===== config.mk =====
export PLATFORM = sky130hd
export DESIGN_NAME = dual_down_timer
export DESIGN_NICKNAME = d
export VERILOG_FILES = /design/src/rtl/ddt_pkg.sv /design/src/rtl/ddt_prescaler.sv /design/src/rtl/ddt_channel.sv /design/src/rtl/dual_down_timer.sv
export SDC_FILE = /design/constraint.sdc
export NUM_CORES = 1
export LEC_CHECK = 0
export ABC_AREA = 1
export BUFFER_PORTS_ARGS = -buffer_cell sky130_fd_sc_hd__buf_2
export CORE_MARGIN = 4
export CORE_UTILIZATION = 45
export CTS_CLUSTER_SIZE = 28
export DETAILED_ROUTE_END_ITERATION = 10
export PLACE_DENSITY_LB_ADDON = 0.25
export SYNTH_ARGS = -nofsm -noshare
export SYNTH_HDL_FRONTEND = slang
export SYNTH_HIERARCHICAL = 1
export SYNTH_SLANG_ARGS = --single-unit

===== constraint.sdc =====
create_clock -name clk_i -period 2.91 [get_ports clk_i]
set_clock_uncertainty 0.15 [all_clocks]
set_input_delay 0.582 -clock clk_i [delete_from_list [all_inputs] [get_ports clk_i]]
set_output_delay 0.582 -clock clk_i [all_outputs]
set_load 0.01 [all_outputs]

===== src/rtl/ddt_pkg.sv =====
package ddt_pkg;
  localparam int unsigned CFG_W        = 8;
  localparam int unsigned CFG_MODE_LSB = 4;  // timer k: mode at 4+2k, select at 5+2k
  typedef enum logic {MODE_FREE = 1'b0, MODE_RELOAD = 1'b1} tmr_mode_e;

  function automatic int unsigned mode_bit(int unsigned k);
    return CFG_MODE_LSB + 2 * k;
  endfunction

  function automatic int unsigned sel_bit(int unsigned k);
    return CFG_MODE_LSB + 2 * k + 1;
  endfunction
endpackage


===== src/rtl/ddt_prescaler.sv =====
module ddt_prescaler #(
  parameter int unsigned PRE_W = 8
) (
  input  logic clk_i,
  input  logic rst_ni,
  input  logic tick_i,
  output logic wrap_o
);
  logic [PRE_W-1:0] pre_q;

  always_ff @(posedge clk_i or negedge rst_ni) begin
    if (!rst_ni)     pre_q <= '0;
    else if (tick_i) pre_q <= pre_q + 1'b1;
  end

  assign wrap_o = tick_i & (&pre_q);
endmodule


===== src/rtl/ddt_channel.sv =====
module ddt_channel #(
  parameter int unsigned CNT_W = 16
) (
  input  logic                clk_i,
  input  logic                rst_ni,
  input  logic                step_i,
  input  ddt_pkg::tmr_mode_e  mode_i,
  input  logic                ld_i,
  input  logic [CNT_W-1:0]    ld_val_i,
  output logic [CNT_W-1:0]    cnt_o,
  output logic [CNT_W-1:0]    rld_o,
  output logic                irq_o
);
  logic [CNT_W-1:0] cnt_q, rld_q, cnt_d;
  logic             irq_q, under;

  assign under = step_i & (cnt_q == '0);

  always_comb begin
    cnt_d = cnt_q;
    if (ld_i)            cnt_d = ld_val_i;
    else if (under)      cnt_d = (mode_i == ddt_pkg::MODE_RELOAD) ? rld_q : '1;
    else if (step_i)     cnt_d = cnt_q - 1'b1;
  end

  always_ff @(posedge clk_i or negedge rst_ni) begin
    if (!rst_ni) begin
      cnt_q <= '0;
      rld_q <= '0;
      irq_q <= 1'b0;
    end else begin
      cnt_q <= cnt_d;
      irq_q <= under & ~ld_i;
      if (ld_i) rld_q <= ld_val_i;
    end
  end

  assign cnt_o = cnt_q;
  assign rld_o = rld_q;
  assign irq_o = irq_q;
endmodule


===== src/rtl/dual_down_timer.sv =====
module dual_down_timer #(
  parameter int unsigned N_TMR = 2,
  parameter int unsigned CNT_W = 16,
  parameter int unsigned PRE_W = 8
) (
  input  logic                    clk_i,
  input  logic                    rst_ni,
  input  logic                    tick_i,
  input  logic [ddt_pkg::CFG_W-1:0] cfg_i,
  input  logic [N_TMR-1:0]        ld_i,
  input  logic [CNT_W-1:0]        ld_val_i,
  output logic [N_TMR*CNT_W-1:0]  cnt_o,
  output logic [N_TMR-1:0]        irq_o
);
  logic                               slow_step;
  logic [N_TMR-1:0]                   step;
  logic [N_TMR-1:0]                   mode;
  logic [N_TMR-1:0][CNT_W-1:0]        cnt;
  logic [N_TMR-1:0][CNT_W-1:0]        rld;

  ddt_prescaler #(.PRE_W(PRE_W)) u_pre (
    .clk_i  (clk_i),
    .rst_ni (rst_ni),
    .tick_i (tick_i),
    .wrap_o (slow_step)
  );

  for (genvar k = 0; k < N_TMR; k++) begin : g_ch
    logic sel;
    assign sel     = cfg_i[ddt_pkg::sel_bit(k)];
    assign mode[k] = cfg_i[ddt_pkg::mode_bit(k)];
    assign step[k] = sel ? tick_i : slow_step;

    ddt_channel #(.CNT_W(CNT_W)) u_ch (
      .clk_i    (clk_i),
      .rst_ni   (rst_ni),
      .step_i   (step[k]),
      .mode_i   (ddt_pkg::tmr_mode_e'(mode[k])),
      .ld_i     (ld_i[k]),
      .ld_val_i (ld_val_i),
      .cnt_o    (cnt[k]),
      .rld_o    (rld[k]),
      .irq_o    (irq_o[k])
    );

    assign cnt_o[k*CNT_W +: CNT_W] = cnt[k];
  end
endmodule


==> flow_summary.ini <==
[grt]
grt_usage_pct = 20.8
grt.overflow.total = 0
grt_use_met1_pct = 29.1
top_usage_layer = met2
grt_max_degree = 75
antenna_found_initial = 0
grt_use_met3_pct = 2.89
grt_use_met2_pct = 33.7
grt_pass1_wl_mm = 19.2
grt_pass1_vias = 3942

[timing]
period_minus_slack_ns = 2.56
finalSetupViolations = 0
final_max_slew_viol_count = 0
max_freq_mhz = 390
hold_violations = 0
worst_pin_slew_ns = 0.960
rsz0062_at_grt = no
post-route-period-util_pct = 88.0
max_slew_margin_pct = 36.0
tns_ns = 0

[floorplanning]
die_w_um = 107
die_y_um = 107
die-area_um2 = 11400
num_rows = 35
io_pins = 63
core_area_um2 = 9370
initial_utilization_pct = 47.0

[run_status]
status = finished clean

[yosys]
synth-seq-cells = 74
synth_top_area_share_pct = 42.0
synth_cell_types = 31
async_reset_ff_share_pct = 100
synth_compound_area_share_pct = 6.70
syn_nets = 635
yosysTopAreaCell = dfrtp_1
synth-simple-area-share_pct = 39.1
syn_area_per_cell_um2 = 7.30
synth_top_family_by_area = simple AND/OR/NAND/NOR gates
ys.flop_type = dfrtp_1
syn_inst = 603
synth-seq-area-share_pct = 42.0
synth_fa_ha_area_share_pct = 0.852
synthTopCellsByArea = dfrtp_1, nand2_1, nand3_1
synth_area_um2 = 4400
muxShareOfSynthArea_pct = 0.256
synth-edff-count = 0
synth_warnings = 6
yosys.area_share.xor_xnor_pct = 3.18

[critical_path]
timing.rr.start = u_pre/pre_q[0]
cp_num_cells = 14
end_kind = flop
cp_top_family = simple AND/OR/NAND/NOR gates
slowest_stage = dfrtp_1
endpoint = g_ch[1].u_ch/cnt_o[9]
critPathMaxStageDelay_ns = 0.39
worstPathBufferInverterCount = 1
worst-path-max-fanout = 7
startpoint = u_pre/pre_q[0]
r2r_slack_ns = 0.35
critPathArrivalTime_ns = 2.69
worst_setup_path_start_kind = flop
ff2ff_path_depth = 14
r2r_end = g_ch[1].u_ch/cnt_o[9]
crit_type = reg -> reg
worst_ep_required_time_ns = 3.04
crit_top_cell = nand2_1
cp_cell_sequence = ha_1 > nand2_2 > nor2_2 > nand4_1 > nor2_1 > nand2_1 > nand2_1 > nand2_1 > nor4_2 > buf_12 > nand2_1 > nand3_1 > nand3_1 > nand2_1

[layout]
antennaDiodeCount = 0
stdcell_count = 797
area_growth_pct = 15.4
layout-drive-gt1-share_pct = 18.0
nNetsFinal = 695

[power_and_ir_drop]
peakVddDrop_mv = 0.346
leakage_uw = 0.00258
cellPowerDensity_nw_per_um2 = 578

[worst_hold_path]
hp-class = in -> async

[clock_tree]
cts.clk_slew.worst_paths_ns = 0.08
ctsHoldBuffers = 0
cts_tree = yes
cts_buffers = 9
cts.path.max_buffers = 2
cts_setup_buffers = 0
htree_levels = 3
clkLatencyLatePin_ns = 0.34
cts_num_sinks = 74
cts_root_buffer = clkbuf_8

[drt]
num_vias = 4136
first_pass_iters = 5
routedWlPerCell_um = 14.4
initialDrtViolationCount = 208
drc_errors = 0
viasPerCell = 5.19
drtAntennaViolNets = 0
drt-total-wl_mm = 11.5

[placement]
dp_hpwl_mm = 8.72
placement.io_buffers = 58
gp_congestion = 0.862
dp_cells = 781

[job]
cap_violations = 0
==> per-stage QoR <==
stage | total power, uW | hold WS, ns | util (%) | worst slack (ns) | cell area (um2)
after CTS | 2970 | 0.278 | 54.2 | 0.0663 | 5080
after global routing | 3110 | 0.307 | 54.2 | 0.0789 | 5080
after global placement | 1970 | 0.305 | 51.6 | 0.0415 | 4840
final | 2940 | 0.240 | 54.2 | 0.349 | 5080
after floorplan | 1770 | 0.136 | - | 0.791 | 4400
after detailed placement | 2000 | 0.309 | 51.6 | -0.0446 | 4840
==> cells by family (layout without fill, tap and decap cells) <==
group | Yosys count | in the layout
AOI/OAI and AO/OA | 52 | 52
adders and majority gates | 3 | 3
xor gates and xnor gates | 16 | 16
and+or+nand+nor | 375 | 375
buffers and inverters | 82 | 147
DFF | 74 | 74
muxes | 1 | 1
==> layout by cell type, fill, tap and decap left out, drive strengths merged, types with 12 or more instances in the layout <==
cell type / instances
a21boi: 12
a21oi: 12
buf: 68
dfrtp: 74
inv: 62
nand2: 193
nand3: 77
nand4: 19
nor2: 80
o21ai: 26
xor2: 13
==> layer usage <==
metal  wire [um]  up-vias
met3         577       14
li1            -     2051
met5           0        -
met4         140        0
met2        5420      105
met1        5360     1966
==> power breakdown <==
part	switching (uW)	leakage, uW	internal (uW)	total [uW]
Clock	389	0.000120	570	959
Combinational	406	0.00156	241	647
Sequential	165	0.000898	1170	1330
Total	960	0.00258	1980	2940
==> cell usage after synthesis, types with 5 or more instances <==
library cell,number
nor2_2,11
nand3_1,73
buf_2,7
xor2_1,13
nand4_1,19
nor2_1,62
o21ai_0,16
a21boi_0,12
inv_1,57
dfrtp_1,74
o21ai_1,10
a21oi_1,12
nand2_2,5
nor2_4,5
nand2_1,188
==> sequential cells by signal (all words and copies together) (netlist names) <==
name             cells
u_pre/pre_q          8
g_ch.u_ch/irq_o      2
g_ch.u_ch/rld_o     32
g_ch.u_ch/cnt_o     32
==> worst reg2reg max path, cell delays in order, from the launching register on <==
cell and delay (ns):
dfrtp_1 0.39, ha_1 0.20, nand2_2 0.08, nor2_2 0.13
nand4_1 0.12, nor2_1 0.16, nand2_1 0.07, nand2_1 0.13
nand2_1 0.12, nor4_2 0.33, buf_12 0.18, nand2_1 0.15
nand3_1 0.17, nand3_1 0.08, nand2_1 0.06
==> layout make-up <==
type                            count  area (um2)
Clock buffer                        9         124
Clock inverter                      7         116
Fill cell                         970        4290
Inverter                           63         236
Multi-Input combinational cell    447        2210
Sequential cell                    74        1850
Tap cell                          129         161
Timing Repair Buffer               68         380
==> timing repair <==
item | CTS | global route
endpoints found under the hold margin | 0 | 0
resized for setup | 0 | 2
setup endpoints to repair | 0 | 12
==> worst min path at each step <==
| stage | startpoint | to | cells after the start |
|---|---|---|---|
| finish | rst_ni | g_ch[1].u_ch/cnt_o[4] | 1 |
| global route | rst_ni | g_ch[1].u_ch/cnt_o[4] | 1 |
| CTS | rst_ni | g_ch[1].u_ch/cnt_o[4] | 1 |
| detailed placement | g_ch[1].u_ch/rld_o[1] | g_ch[1].u_ch/rld_o[1] | 2 |
| global placement | u_pre/pre_q[7] | u_pre/pre_q[7] | 2 |
| floorplan | rst_ni | g_ch[0].u_ch/cnt_o[0] | 0 |
Note: power is estimated with default switching activity, not from simulation.
